`config.mk`:
```
export PLATFORM = sky130hd
export DESIGN_NAME = asu_top
export DESIGN_NICKNAME = d
export VERILOG_FILES = /design/src/rtl/asu_pkg.sv /design/src/rtl/asu_adder.sv /design/src/rtl/asu_ctrl.sv /design/src/rtl/asu_datapath.sv /design/src/rtl/asu_top.sv
export SDC_FILE = /design/constraint.sdc
export NUM_CORES = 1
export LEC_CHECK = 0
export ABC_CLOCK_PERIOD_IN_PS = 15500
export BUFFER_PORTS_ARGS = -buffer_cell sky130_fd_sc_hd__buf_2
export CORE_MARGIN = 2
export CORE_UTILIZATION = 61
export DETAILED_ROUTE_END_ITERATION = 8
export PLACE_DENSITY = 0.86
export SYNTH_ARGS = -nofsm -noshare
export SYNTH_HDL_FRONTEND = slang
export SYNTH_SLANG_ARGS = --single-unit
```
`constraint.sdc`:
```
create_clock -name vclk -period 15.5
set_input_delay 0.775 -clock vclk [all_inputs]
set_output_delay 0.775 -clock vclk [all_outputs]
set_load 0.05 [all_outputs]
```
`src/rtl/asu_pkg.sv`:
```
package asu_pkg;

  // Operand/result encodings chosen by the format select input
  typedef enum logic [1:0] {
    FMT_TWOS = 2'b00,
    FMT_ONES = 2'b01,
    FMT_SMAG = 2'b10,
    FMT_ALT  = 2'b11
  } numFmt_e;

  // Strobes from the control decoder to the datapath
  typedef struct packed {
    logic selMag;     // route magnitudes instead of whole words
    logic swapOps;    // put opB's magnitude on the x side
    logic magSub;     // sign-magnitude operands have different effective signs
    logic invertY;    // invert the y adder input
    logic carryIn;    // carry injected into bit 0
    logic endAround;  // fold carry-out back into bit 0
    logic resSign;    // sign bit for a sign-magnitude result
  } strobe_t;

endpackage

```
`src/rtl/asu_adder.sv`:
```
module asu_adder #(
  parameter int W = 8,
  parameter bit USE_LOOKAHEAD = 1'b1
) (
  input  logic [W-1:0] xIn,
  input  logic [W-1:0] yIn,
  input  logic         cIn,
  output logic [W-1:0] sum,
  output logic         cOut
);

  logic [W-1:0] gen;
  logic [W-1:0] prop;
  logic [W-1:0] cNext;   // carry out of each bit position
  logic [W:0]   carry;

  assign gen   = xIn & yIn;
  assign prop  = xIn ^ yIn;
  assign carry = {cNext, cIn};
  assign sum   = prop ^ carry[W-1:0];
  assign cOut  = carry[W];

  generate
    if (USE_LOOKAHEAD) begin : g_lookahead
      // Each carry is a flat OR of generate terms, each qualified by the propagates above it
      always_comb begin
        logic acc;
        logic term;
        for (int i = 0; i < W; i++) begin
          acc = 1'b0;
          for (int j = 0; j <= i + 1; j++) begin
            if (j == 0) term = cIn;
            else        term = gen[j-1];
            for (int k = j; k <= i; k++) term = term & prop[k];
            acc = acc | term;
          end
          cNext[i] = acc;
        end
      end
    end else begin : g_ripple
      always_comb begin
        logic c;
        c = cIn;
        for (int i = 0; i < W; i++) begin
          cNext[i] = gen[i] | (prop[i] & c);
          c = cNext[i];
        end
      end
    end
  endgenerate

  always_comb begin

    adder_sum_chk: assert ({cOut, sum} == ({1'b0, xIn} + {1'b0, yIn} + {{W{1'b0}}, cIn}))
      else $error("adder sum/carry differs from integer addition");
  end

endmodule

```
`src/rtl/asu_ctrl.sv`:
```
module asu_ctrl
  import asu_pkg::*;
#(
  parameter int W = 8
) (
  input  logic [1:0]   fmtSel,
  input  logic         subOp,
  input  logic [W-1:0] opA,
  input  logic [W-1:0] opB,
  output strobe_t      strobes
);

  localparam int MW = W - 1;

  logic [MW-1:0] magA;
  logic [MW-1:0] magB;
  logic          signA;
  logic          signBEff;
  logic          aSmaller;

  assign magA     = opA[MW-1:0];
  assign magB     = opB[MW-1:0];
  assign signA    = opA[W-1];
  assign signBEff = opB[W-1] ^ subOp;
  assign aSmaller = magA < magB;

  always_comb begin
    strobes = '0;
    unique case (numFmt_e'(fmtSel))
      FMT_ONES: begin
        strobes.invertY   = subOp;
        strobes.endAround = 1'b1;
      end
      FMT_SMAG: begin
        strobes.selMag  = 1'b1;
        strobes.magSub  = signA ^ signBEff;
        strobes.swapOps = strobes.magSub & aSmaller;
        strobes.invertY = strobes.magSub;
        strobes.carryIn = strobes.magSub;
        strobes.resSign = strobes.swapOps ? signBEff : signA;
      end
      default: begin
        strobes.invertY = subOp;
        strobes.carryIn = subOp;
      end
    endcase
  end

endmodule

```
`src/rtl/asu_datapath.sv`:
```
module asu_datapath
  import asu_pkg::*;
#(
  parameter int W = 8,
  parameter bit USE_LOOKAHEAD = 1'b1
) (
  input  strobe_t      strobes,
  input  logic [W-1:0] opA,
  input  logic [W-1:0] opB,
  output logic [W-1:0] result,
  output logic         overflow
);

  localparam int MW = W - 1;

  logic [W-1:0] xIn;
  logic [W-1:0] yBase;
  logic [W-1:0] yIn;
  logic [W-1:0] rawSum;
  logic         rawCout;
  logic [W-1:0] fixedSum;
  logic         wrapCout;
  logic         magZero;
  logic         ovfComp;
  logic         ovfMag;

  // Operand routing: full words, or magnitudes zero-extended into W bits
  always_comb begin
    if (strobes.selMag) begin
      xIn   = {1'b0, strobes.swapOps ? opB[MW-1:0] : opA[MW-1:0]};
      yBase = {1'b0, strobes.swapOps ? opA[MW-1:0] : opB[MW-1:0]};
    end else begin
      xIn   = opA;
      yBase = opB;
    end
  end

  assign yIn = strobes.invertY ? ~yBase : yBase;

  asu_adder #(.W(W), .USE_LOOKAHEAD(USE_LOOKAHEAD)) u_main (
    .xIn  (xIn),
    .yIn  (yIn),
    .cIn  (strobes.carryIn),
    .sum  (rawSum),
    .cOut (rawCout)
  );

  // End-around pass: adds the main carry back in for one's complement
  asu_adder #(.W(W), .USE_LOOKAHEAD(USE_LOOKAHEAD)) u_wrap (
    .xIn  (rawSum),
    .yIn  ({W{1'b0}}),
    .cIn  (strobes.endAround & rawCout),
    .sum  (fixedSum),
    .cOut (wrapCout)
  );

  assign magZero  = ~|fixedSum[MW-1:0];
  assign ovfComp  = (xIn[W-1] == yIn[W-1]) && (fixedSum[W-1] != xIn[W-1]);
  assign ovfMag   = ~strobes.magSub & rawSum[W-1];

  always_comb begin
    if (strobes.selMag) begin
      result   = {strobes.resSign & ~magZero, fixedSum[MW-1:0]};
      overflow = ovfMag;
    end else begin
      result   = fixedSum;
      overflow = ovfComp;
    end
  end

  always_comb begin

    mag_order_chk: assert (!(strobes.selMag && strobes.magSub) || rawCout)
      else $error("magnitude subtraction borrowed: smaller operand on x side");

    ones_wrap_chk: assert (!wrapCout)
      else $error("end-around carry pass carried out again");
  end

endmodule

```
`src/rtl/asu_top.sv`:
```
module asu_top
  import asu_pkg::*;
#(
  parameter int W = 8,
  parameter bit USE_LOOKAHEAD = 1'b1
) (
  input  logic [1:0]   fmtSel,
  input  logic         subOp,
  input  logic [W-1:0] opA,
  input  logic [W-1:0] opB,
  output logic [W-1:0] result,
  output logic         overflow
);

  strobe_t strobes;

  asu_ctrl #(.W(W)) u_ctrl (
    .fmtSel  (fmtSel),
    .subOp   (subOp),
    .opA     (opA),
    .opB     (opB),
    .strobes (strobes)
  );

  asu_datapath #(.W(W), .USE_LOOKAHEAD(USE_LOOKAHEAD)) u_dp (
    .strobes  (strobes),
    .opA      (opA),
    .opB      (opB),
    .result   (result),
    .overflow (overflow)
  );

  logic isComp2;
  logic isSmag;
  logic smDiffSign;

  assign isComp2    = (fmtSel == FMT_TWOS) || (fmtSel == FMT_ALT);
  assign isSmag     = (fmtSel == FMT_SMAG);
  assign smDiffSign = opA[W-1] ^ opB[W-1] ^ subOp;

  always_comb begin

    twos_sum_chk: assert (!isComp2 || (result == (subOp ? opA - opB : opA + opB)))
      else $error("two's complement result is not the modular sum/difference");

    sm_zero_sign_chk: assert (!isSmag || (|result[W-2:0]) || !result[W-1])
      else $error("sign-magnitude zero result carries a negative sign");

    sm_no_ovf_chk: assert (!(isSmag && smDiffSign) || !overflow)
      else $error("overflow raised on sign-magnitude magnitude subtraction");
  end

endmodule

```
==> After elaboration in Yosys (flattened, before gate mapping) <==
Index checks and enable logic that the tools add are counted.
{ "op_classes": {"eq_ne": 4, "n_bitwise": 91, "order_cmp": 1, "n_mux": 13, "reduce_logical": 2} }
{ "ops": {"columns": ["op", "n"], "rows": [
  ["AND 1 bit", 47],
  ["bitwise OR 1 bit", 36],
  ["two-way mux 8 bit", 4],
  ["bitwise XOR 8 bit", 3],
  ["two-way mux 7 bit", 2],
  ["AND 8 bit", 1],
  ["NOT 8 bit", 1],
  ["less-than comparator 7 bit", 1],
  ["OR reduction 7 bit", 1],
  ["two-way mux 1 bit", 5],
  ["two-way mux 3 bit", 1],
  ["equality test 2 x 1 -> 1 bit (second input constant)", 1],
  ["equality test 2 bit (second input constant)", 1],
  ["one-hot mux 1 bit (2 select lines)", 1],
  ["bitwise XOR 1 bit", 2],
  ["equality test 1 bit", 1],
  ["logical AND 1 bit", 1],
  ["inequality test 1 bit", 1],
  ["NOT 1 bit", 1]
]} }
{ "word_totals": {"word_cells": 111, "ff_bits": 0, "output_inout_bits": 9} }

==> Logic depth before layout (Yosys ltp) <==
Gate-level depths: netlist of the first run.
{ "logic_depth": {"word_depth": 37, "depth_mapped": 24} }

==> By module <==
From an unflattened synthesis of the first run, not the netlist that was laid out.
{ "hier_totals": {"hier_cells": 146, "area_unflattened_um2": 1202.4} }
{ "by_module_without_submodules": {"columns": ["module", "instances", "area_each_um2", "seq_area_each_um2", "cells_per_inst"], "rows": [
  ["asu_adder", 2, 309.0, 0.0, 34],
  ["asu_datapath", 1, 332.8, 0.0, 39],
  ["asu_ctrl", 1, 251.5, 0.0, 39]
]} }

==> Worst setup path after synthesis of the first run <==
OpenSTA, ideal clock, no wires.
{ "synth_path": {"path_kind": "in2out", "start": "input port opB[6]", "end": "output port result[7]", "path_stages": 24, "slack_ns": 8.374, "n_path_buf": 1, "t_required_ns": 14.725, "arrival_ns": 6.351, "cell_sequence": "inv_1 -> ha_1 -> a21oi_1 -> o21ai_0 -> a2111oi_4 -> buf_6 -> mux2i_1 -> inv_1 -> ha_1 -> ha_1 -> o211a_1 -> o2111ai_1 -> a31oi_1 -> o21a_1 -> ha_1 -> ha_1 -> ha_1 -> ha_1 -> ha_1 -> ha_1 -> ha_1 -> or4_1 -> o41ai_1 -> o221ai_1"} }
{ "synth_via": {"elab_chain_len": 35} }
{ "synth_lines": {"columns": ["element", "line", "text"], "rows": [
  ["start, declared", "asu_top.sv:10", "input logic [W-1:0] opB,"],
  ["less-than comparator 7 bit", "asu_ctrl.sv:25", "assign aSmaller = magA < magB;"],
  ["AND 1 bit", "asu_ctrl.sv:37", "strobes.swapOps = strobes.magSub & aSmaller;"],
  ["two-way mux 3 bit", "asu_ctrl.sv:29", "unique case (numFmt_e'(fmtSel))"],
  ["two-way mux 7 bit", "asu_datapath.sv:31", "yBase = {1'b0, strobes.swapOps ? opA[MW-1:0] : opB[MW-1:0]};"],
  ["two-way mux 8 bit", "asu_datapath.sv:29", "if (strobes.selMag) begin"],
  ["NOT 8 bit", "asu_datapath.sv:38", "assign yIn = strobes.invertY ? ~yBase : yBase;"],
  ["two-way mux 8 bit", "asu_datapath.sv:38", null],
  ["bitwise XOR 8 bit", "asu_adder.sv:18", "assign prop = xIn ^ yIn;"],
  ["AND 1 bit (8 in series)", "asu_adder.sv:34", "for (int k = j; k <= i; k++) term = term & prop[k];"],
  ["bitwise OR 1 bit (8 in series)", "asu_adder.sv:35", "acc = acc | term;"],
  ["AND 1 bit", "asu_datapath.sv:52", ".cIn (strobes.endAround & rawCout),"],
  ["AND 1 bit (4 in series)", null, null],
  ["AND 1 bit (2 in series)", "asu_adder.sv:34", null],
  ["bitwise XOR 8 bit", "asu_adder.sv:20", "assign sum = prop ^ carry[W-1:0];"],
  ["OR reduction 7 bit", "asu_datapath.sv:57", "assign magZero = ~|fixedSum[MW-1:0];"],
  ["AND 1 bit", "asu_datapath.sv:63", "result = {strobes.resSign & ~magZero, fixedSum[MW-1:0]};"],
  ["two-way mux 8 bit (*)", "asu_datapath.sv:62", "if (strobes.selMag) begin"],
  ["end, declared", "asu_top.sv:11", "output logic [W-1:0] result,"]
]} }
Mark *: on every way between the ends. The rest lies on a longest branch, timed or not.

==> Worst setup path after layout of the first run <==
{ "layout_path": {"start": "input port opB[2]", "end": "output port result[7]"} }
Same word-level chain as after synthesis.

==> results of run 1 <==
[Yosys cell counts (all sizes together)]
| master | number | share of area, % |
|---|---|---|
| mux2 | 6 | 6.3 |
| o2111ai | 1 | 0.82 |
| nand3 | 1 | 0.47 |
| or4 | 1 | 0.70 |
| o211a | 8 | 7.5 |
| nor3 | 2 | 0.94 |
| buf | 3 | 2.6 |
| xnor2 | 8 | 6.6 |
| or2 | 2 | 1.2 |
| a31oi | 1 | 0.59 |
| a211oi | 1 | 0.70 |
| nor2 | 6 | 2.1 |
| a21oi | 5 | 2.3 |
| fa | 1 | 1.9 |
| clkbuf | 1 | 0.35 |
| o211ai | 2 | 1.4 |
| a21boi | 1 | 0.70 |
| xor2 | 3 | 3.2 |
| o21ai | 4 | 1.9 |
| o41ai | 1 | 0.82 |
| o32ai | 1 | 0.82 |
| nor2b | 2 | 1.2 |
| a21o | 1 | 0.70 |
| ha | 24 | 28 |
| a2111oi | 2 | 3.4 |
| and2 | 1 | 0.59 |
| mux2i | 3 | 2.8 |
| o21a | 4 | 2.8 |
| inv | 13 | 4.6 |
| nand3b | 7 | 5.3 |
| o221ai | 1 | 0.82 |
| nand2 | 15 | 5.3 |
| and3 | 1 | 0.59 |
[layer usage]
| layer | vias up | part of all wire [%] | global-route usage (%) |
|---|---|---|---|
| met3 | 2 | 2.7 | 0.794 |
| met1 | 485 | 42 | 26.7 |
| met5 | - | 0 | 0 |
| met2 | 25 | 54 | 50.7 |
| li1 | 536 | - | - |
| met4 | 0 | 0.84 | 4.00 |
[how the worst max path moves through the flow]
stage,end,depth (start not counted),slack (ns)
floorplan,result[7],24,8.37
global route,result[7],25,7.40
finish,result[7],25,7.87
detailed placement,result[7],25,7.84
global placement,result[7],25,8.01
CTS,result[7],25,7.84
[stage by stage]
| stage | cell area [sq um] | instances | util [%] | power [W] |
|---|---|---|---|---|
| 6_report | 1200 | 174 | 70.9 | 0.000102 |
| 5_1_grt | 1200 | 174 | 70.9 | 0.000111 |
| 4_1_cts | 1200 | 174 | 70.9 | 0.000102 |
| 3_5_place_dp | 1200 | 174 | 70.9 | 0.000102 |
| 3_3_place_gp | 1200 | 174 | 70.9 | 0.0000987 |
| 2_1_floorplan | 1070 | 133 | - | 0.0000843 |
[where the power goes]
| group | internal (W) | switching, W | total [W] |
|---|---|---|---|
| logic | 0.0000332 | 0.0000684 | 0.000102 |
| clock network | 0 | 0 | 0 |
| registers | 0 | 0 | 0 |
| total | 0.0000332 | 0.0000684 | 0.000102 |
[placed cells by master, fill, tap and decap left out]
master                      netlist  layout
sky130_fd_sc_hd__a21oi_1          5       5
sky130_fd_sc_hd__and3_1           1       1
sky130_fd_sc_hd__o21a_1           4       4
sky130_fd_sc_hd__nor2b_1          2       2
sky130_fd_sc_hd__a21o_1           1       1
sky130_fd_sc_hd__o2111ai_1        1       1
sky130_fd_sc_hd__mux2_2           6       6
sky130_fd_sc_hd__o32ai_1          1       1
sky130_fd_sc_hd__inv_1           13      13
sky130_fd_sc_hd__or2_2            2       2
sky130_fd_sc_hd__o41ai_1          1       1
sky130_fd_sc_hd__nand3b_2         1       1
sky130_fd_sc_hd__a211oi_1         1       1
sky130_fd_sc_hd__o21ai_0          4       4
sky130_fd_sc_hd__a31oi_1          1       1
sky130_fd_sc_hd__a2111oi_0        1       1
sky130_fd_sc_hd__nand2_1         15      15
sky130_fd_sc_hd__mux2i_1          3       3
sky130_fd_sc_hd__o211ai_1         2       2
sky130_fd_sc_hd__xnor2_1          8       8
sky130_fd_sc_hd__nor3_1           2       2
sky130_fd_sc_hd__a2111oi_4        1       1
sky130_fd_sc_hd__fa_1             1       1
sky130_fd_sc_hd__o211a_1          8       8
sky130_fd_sc_hd__xor2_1           2       2
sky130_fd_sc_hd__o221ai_1         1       1
sky130_fd_sc_hd__buf_2            1      28
sky130_fd_sc_hd__ha_1            24      24
sky130_fd_sc_hd__a21boi_0         1       1
sky130_fd_sc_hd__nor2_1           6       6
sky130_fd_sc_hd__or4_1            1       1
sky130_fd_sc_hd__nand3_1          1       1
sky130_fd_sc_hd__and2_1           1       1
sky130_fd_sc_hd__nand3b_1         6       6
sky130_fd_sc_hd__xor2_2           1       1
[cells by family (layout without fill, tap and decap cells)]
logic type,count (synthesis),count (layout),synth area share [%]
AOI/OAI and AO/OA,33,33,25.3
muxes,9,9,9.14
xor gates and xnor gates,11,11,9.73
adders and majority gates,25,25,30.0
and+or+nand+nor,38,38,18.3
buffers and inverters,17,41,7.50
[layout make-up]
class                           instances  area (sq um)  area share [%]
Inverter                               13          48.8            4.08
Multi-Input combinational cell        116           987            82.4
Tap cell                               17          21.3            1.78
Timing Repair Buffer                   28           140            11.7
==> flow_summary.toml, run 1 <==
[worst_hold_path]
hold_end = "result[7]"
min-delay-start = "opA[7]"
worst_hold_path_type = "input pin to primary output"
whs_path_depth = 4

[clocking]
post-cts-setup-buffer-count = 0
post_cts_resized = 0
cts_hold_repair.buffers = 0

[sta]
post-route-period-util_pct = 49.3
worst_hold_slack_ns = 2.20
slew_headroom_pct = 20.6
max_freq_ghz = 0.131
finalCriticalPeriod_ns = 7.63
fin_ws_ns = 7.87
rsz0062_at_grt = "false"
setup_viol = 0
slew_violations = 0
worstMarginPinSlew_ns = 1.18
report.final.hold_viol_count = 0
finalSetupTns_ns = 0

[routing]
drtAntennaViolNets = 0
initialDrtViolationCount = 7
drc = 0
avgViaCountPerCell = 6.02
routed_wirelength_um = 2260
drt-wirelength-per-cell_um = 13.0
detailedRoute.firstPassIterationCount = 4
vias = 1048

[outcome]
status = "finished, final reports clean"

[die]
core_region_area_sq_um = 1690
die_h_um = 45.8
ios = 28
chipWidth_um = 45.8
die_area_sq_um = 2100
start_util_pct = 63.2
rows = 15

[cells_and_area]
final_net_count = 203
antenna_cells_inserted = 0
seq_cells = 0
fillerInstances = 138
drive_above_1_share_pct = 24.8
nClkBuffers = 0
layout-area-overhead-vs-synth_pct = 12.2
ff_latch_area_sq_um = 0

[critical_path]
crit_family = "compound AO/OA/AOI/OAI gates"
worst_path_max_delay_cell = "sky130_fd_sc_hd__a2111oi_4"
timing.critical_path.arrival_ns = 6.86
critPathBufInv = 4
critPathRequiredTime_ns = 14.73
worstSetupEndpointType = "primary output"
criticalPathCategory = "input pin to primary output"
sort_of_element_at_the_start_of_the_critical_path = "input pin"
max_fo_critical_path = 21
path_common_cell = "sky130_fd_sc_hd__ha_1"
critPathLaunch = "opB[2]"
worst_path_largest_cell_delay_ns = 0.94

[grt]
grt_pass1_vias = 988
pin_count_of_the_biggest_net_entering_global_routing = 22
track_usage_pct = 24.4
grt_antenna_before_repair = 0
grt-ovfl-total = 0
grt_pass1_wl_um = 3920

[place]
pre_cts_slack_ns = 7.84
place.gp.congestion = 0.832
hpwl_um = 2020
port_buffers = 28

[yosys]
synth-seq-area-share_pct = 0
synth_area_per_cell_sq_um = 8.02
ys_warn_count = 0
synthesis.area_sq_um = 1070
synth.distinct_cells = 37
mappedNetlistNets = 177
syn_inst = 133

[job]
cap_viol_max_count = 0

[pwr]
leakage_nw = 0.623
power_density_nw_per_um2 = 84.9
vdd_drop_max_mv = 0.119
No activity file was read; power rests on OpenSTA's default activity.
==> run 2: changes to the inputs <==
--- a/config.mk
+++ b/config.mk
@@ -5,12 +5,12 @@
 export SDC_FILE = /design/constraint.sdc
 export NUM_CORES = 1
 export LEC_CHECK = 0
-export ABC_CLOCK_PERIOD_IN_PS = 15500
+export ABC_CLOCK_PERIOD_IN_PS = 6900
 export BUFFER_PORTS_ARGS = -buffer_cell sky130_fd_sc_hd__buf_2
 export CORE_MARGIN = 2
-export CORE_UTILIZATION = 61
+export CORE_UTILIZATION = 51
 export DETAILED_ROUTE_END_ITERATION = 8
-export PLACE_DENSITY = 0.86
+export PLACE_DENSITY = 0.77
 export SYNTH_ARGS = -nofsm -noshare
 export SYNTH_HDL_FRONTEND = slang
 export SYNTH_SLANG_ARGS = --single-unit
==> constraint.sdc (replaced) <==
create_clock -name vclk -period 6.9
set_input_delay 0.345 -clock vclk [all_inputs]
set_output_delay 0.345 -clock vclk [all_outputs]
set_load 0.05 [all_outputs]
==> run 2 against run 1 <==
  * Hold slack worse by 0.88 ns
  * Design area rose by 2.3%
  * Die area increased by 18%
  * Largest power group unchanged
==> flow_summary.toml, run 2 (synthesis results as in run 1) <==
[outcome]
status = "finished, final reports clean"

[sta]
post-route-period-util_pct = 92.9
slew_violations = 0
max_freq_ghz = 0.156
slew_headroom_pct = 60.5
report.final.hold_viol_count = 0
fin_ws_ns = 0.491
setup_viol = 0
rsz0062_at_grt = "false"
finalSetupTns_ns = 0
worstMarginPinSlew_ns = 0.593
finalCriticalPeriod_ns = 6.41

[grt]
grt_pass1_wl_um = 4020
track_usage_pct = 19.3
grt-ovfl-total = 0
grt_antenna_before_repair = 0
pin_count_of_the_biggest_net_entering_global_routing = 16
grt_pass1_vias = 970

[worst_hold_path]
worst_hold_path_type = "input pin to primary output"

[critical_path]
critPathRequiredTime_ns = 6.55
worst_path_largest_cell_delay_ns = 0.63
worst_path_max_delay_cell = "sky130_fd_sc_hd__a2111oi_4"
max_fo_critical_path = 10
sort_of_element_at_the_start_of_the_critical_path = "input pin"
criticalPathCategory = "input pin to primary output"
path_common_cell = "sky130_fd_sc_hd__ha_1"
worstSetupEndpointType = "primary output"
timing.critical_path.arrival_ns = 6.06
crit_family = "adder cells"
critPathBufInv = 4

[place]
port_buffers = 28
pre_cts_slack_ns = 0.495
hpwl_um = 1960
place.gp.congestion = 0.882

[die]
die_h_um = 49.7
ios = 28
start_util_pct = 54.4
rows = 16
die_area_sq_um = 2470
chipWidth_um = 49.7
core_region_area_sq_um = 1960

[pwr]
vdd_drop_max_mv = 0.288
leakage_nw = 0.633
power_density_nw_per_um2 = 188
report.power.total_w = 0.000230

[cells_and_area]
nClkBuffers = 0
mostFrequentLayoutCells = "28 x sky130_fd_sc_hd__buf_2, 24 x sky130_fd_sc_hd__ha_1, 15 x sky130_fd_sc_hd__nand2_1"
layout-area-overhead-vs-synth_pct = 14.8
seq_cells = 0
post-route-util_pct = 62.4
ff_latch_area_sq_um = 0
final_common_cell = "sky130_fd_sc_hd__buf_2"
final_net_count = 205
fillerInstances = 191
antenna_cells_inserted = 0
drive_above_1_share_pct = 25.8
multi_input_gate_area_sq_um = 987

[routing]
drt-wirelength-per-cell_um = 12.0
initialDrtViolationCount = 10
routed_wirelength_um = 2230
drtAntennaViolNets = 0
avgViaCountPerCell = 5.48
vias = 1020
drc = 0
detailedRoute.firstPassIterationCount = 4

[clocking]
post_cts_resized = 0
post-cts-setup-buffer-count = 0
cts_hold_repair.buffers = 0

[job]
cap_viol_max_count = 0
[run 2: cell types whose count changed in the layout (fill, tap and decap cells not counted)]
cell                    previous run  this run
sky130_fd_sc_hd__buf_4             0         2
[run 2: power breakdown]
part,switching [W],internal [W]
clock,0,0
sequential,0,0
combinational,0.000154,0.0000757
total,0.000154,0.0000757
[run 2: worst min-delay path, cell delays in order]
cell and delay (ns):
sky130_fd_sc_hd__buf_2 0.14, sky130_fd_sc_hd__mux2i_1 0.14, sky130_fd_sc_hd__o221ai_1 0.13, sky130_fd_sc_hd__buf_2 0.22
[run 2: layout make-up]
class / count / share of cell area, %
Timing Repair Buffer: 30 / 12.7
Multi-Input combinational cell: 116 / 80.6
Inverter: 13 / 3.98
Tap cell: 27 / 2.76
[run 2: routing by layer]
metal / wire length (um) / vias to the layer above / GRT usage (%) / share of wire, %
li1: - / 536 / - / -
met1: 1050 / 463 / 24.4 / 47
met2: 1100 / 21 / 38.2 / 49
met3: 80 / 0 / 0.303 / 3.6
met4: 0 / 0 / 0 / 0
met5: 0 / - / 0 / 0
[run 2: per-stage QoR]
step / area (sq um) / cells / hold slack, ns
after floorplan: 1070 / 133 / 1.29
after global placement: 1220 / 186 / 1.32
after detailed placement: 1220 / 186 / 1.32
after CTS: 1220 / 186 / 1.33
after global routing: 1220 / 186 / 1.40
final: 1220 / 186 / 1.32
[run 2: worst paths after layout]
path | start | endpoint | slack [ns] | depth (start not counted)
worst max-delay path | opB[6] | result[7] | 0.49 | 25
worst min-delay path | opA[7] | result[7] | 1.32 | 4
==> run 3: changes to the inputs <==
--- a/config.mk
+++ b/config.mk
@@ -8,9 +8,11 @@
 export ABC_CLOCK_PERIOD_IN_PS = 6900
 export BUFFER_PORTS_ARGS = -buffer_cell sky130_fd_sc_hd__buf_2
 export CORE_MARGIN = 2
-export CORE_UTILIZATION = 51
+export CORE_UTILIZATION = 52
 export DETAILED_ROUTE_END_ITERATION = 8
 export PLACE_DENSITY = 0.77
+export REMOVE_ABC_BUFFERS = 1
 export SYNTH_ARGS = -nofsm -noshare
 export SYNTH_HDL_FRONTEND = slang
+export SYNTH_HIERARCHICAL = 1
 export SYNTH_SLANG_ARGS = --single-unit
==> run 3 against run 2 <==
  * Total power up 87%
  * Fmax up 6.4%
  * Hold slack worse by 0.032 ns
  * Highest routed layer unchanged
==> flow_summary.toml, run 3 <==
[place]
place.gp.congestion = 0.807
port_buffers = 28
hpwl_um = 2090
dpl_cell_area_sq_um = 1390

[yosys]
syn_inst = 145
ys_warn_count = 6
synthesis.area_sq_um = 1190
synth_area_per_cell_sq_um = 8.24

[cells_and_area]
stdcell_area_sq_um = 1390
ff_latch_area_sq_um = 0
layout-area-overhead-vs-synth_pct = 16.2
nClkBuffers = 0
multi_input_gate_area_sq_um = 1160
seq_cells = 0
drive_above_1_share_pct = 22.2
final_net_count = 229
fillerInstances = 190
mostFrequentLayoutCells = "28 x sky130_fd_sc_hd__buf_2, 26 x sky130_fd_sc_hd__ha_1, 13 x sky130_fd_sc_hd__inv_1"
antenna_cells_inserted = 0
final_common_cell = "sky130_fd_sc_hd__buf_2"

[pwr]
leakage_nw = 0.779
p_int_w = 0.000134
vdd_drop_max_mv = 0.285
seq_power_share_pct = 0
net-switching-power_w = 0.000295
power_density_nw_per_um2 = 309
power.share.clock_pct = 0
comb_power_share_pct = 100.0
switching_share_pct = 68.8

[grt]
grt_pass1_wl_um = 4300
track_usage_pct = 19.8
pin_count_of_the_biggest_net_entering_global_routing = 15
grt_pass1_vias = 1067
grt_antenna_before_repair = 0
grt-ovfl-total = 0

[die]
die_h_um = 51.9
chipWidth_um = 51.9
core_region_area_sq_um = 2190
start_util_pct = 54.5
ios = 28
die_area_sq_um = 2700
rows = 17

[clocking]
post-cts-setup-buffer-count = 0
post_cts_resized = 0
cts_hold_repair.buffers = 0

[sta]
setup_viol = 0
finalSetupTns_ns = 0
max_freq_ghz = 0.166
post-route-period-util_pct = 87.3
report.final.hold_viol_count = 0
rsz0062_at_grt = "false"
finalCriticalPeriod_ns = 6.02
slew_violations = 0

[routing]
drt-wirelength-per-cell_um = 10.9
vias = 1070
avgViaCountPerCell = 5.14
drc = 0
drtAntennaViolNets = 0
routed_wirelength_um = 2270
initialDrtViolationCount = 4
detailedRoute.firstPassIterationCount = 2

[critical_path]
worstSetupEndpointType = "primary output"
path_common_cell = "sky130_fd_sc_hd__ha_1"
worst_path_max_delay_cell = "sky130_fd_sc_hd__or4_1"
critPathRequiredTime_ns = 6.55
sort_of_element_at_the_start_of_the_critical_path = "input pin"
timing.critical_path.arrival_ns = 5.68
worst_path_largest_cell_delay_ns = 0.53
max_fo_critical_path = 14
criticalPathCategory = "input pin to primary output"

[worst_hold_path]
worst_hold_path_type = "input pin to primary output"
hold_end = "result[7]"
min-delay-start = "opA[7]"
whs_path_depth = 6

[outcome]
status = "finished, final reports clean"

[job]
cap_viol_max_count = 0
[run 3: cell types whose count changed in the layout (fill, tap and decap cells not counted), sizes merged, moves of 3 or more]
| cell | before | now |
|---|---|---|
| o21a | 4 | 0 |
| xor2 | 3 | 11 |
| o211a | 8 | 0 |
| a21o | 1 | 5 |
| nand3b | 7 | 0 |
| a21oi | 5 | 8 |
| mux2i | 3 | 8 |
| xnor2 | 8 | 12 |
| nand2 | 15 | 12 |
| nand2b | 0 | 3 |
| conb | 0 | 9 |
[run 3: area by class of cell]
class	count	area share, %
inverter	13	3.51
multi-input combinational	138	83.3
tap	28	2.52
timing repair buffer	29	10.6
[run 3: layer usage]
layer,vias to the layer above,wire [um],GRT usage [%],share of wire (%)
li1,575,-,-,-
met1,484,929,21.7,41
met2,11,1300,42.6,57
met3,0,38,0.287,1.7
met4,0,0,0.877,0
met5,-,0,0,0
[run 3: worst max path at each step]
stage	start	end	slack (ns)	cells past startpoint
4_1_cts	opB[6]	result[7]	0.88	26
6_report	opB[6]	result[7]	0.88	26
3_3_place_gp	opB[6]	result[7]	1.05	26
3_5_place_dp	opB[6]	result[7]	0.93	26
5_1_grt	opB[6]	result[7]	0.44	26
2_1_floorplan	fmtSel[0]	result[7]	0.55	19
[run 3: per-stage QoR]
step	hold WS [ns]	instances	power [W]	utilization, %	worst slack [ns]
CTS	1.28	208	0.000429	63.4	0.880
global placement	1.26	208	0.000419	63.4	1.05
floorplan	1.13	151	0.000351	-	0.548
global route	1.37	208	0.000466	63.4	0.441
detailed placement	1.28	208	0.000427	63.4	0.925
finish	1.29	208	0.000429	63.4	0.876
[run 3: power groups by stage]
stage / Clock, W / Sequential [W] / Combinational [W]
global placement: 0 / 0 / 0.000419
detailed placement: 0 / 0 / 0.000427
CTS: 0 / 0 / 0.000429
floorplan: 0 / 0 / 0.000351
finish: 0 / 0 / 0.000429
global route: 0 / 0 / 0.000466
[run 3: critical path, delay by kind of cell]
kind / cells / cell delay [ns]
multiplexers: 1 / 0.24
XOR/XNOR: 2 / 0.27
adder cells (fa/ha/maj): 4 / 0.92
AND/OR/NAND/NOR: 6 / 1.49
AO/OA/AOI/OAI: 10 / 2.04
buffers and inverters: 3 / 0.37
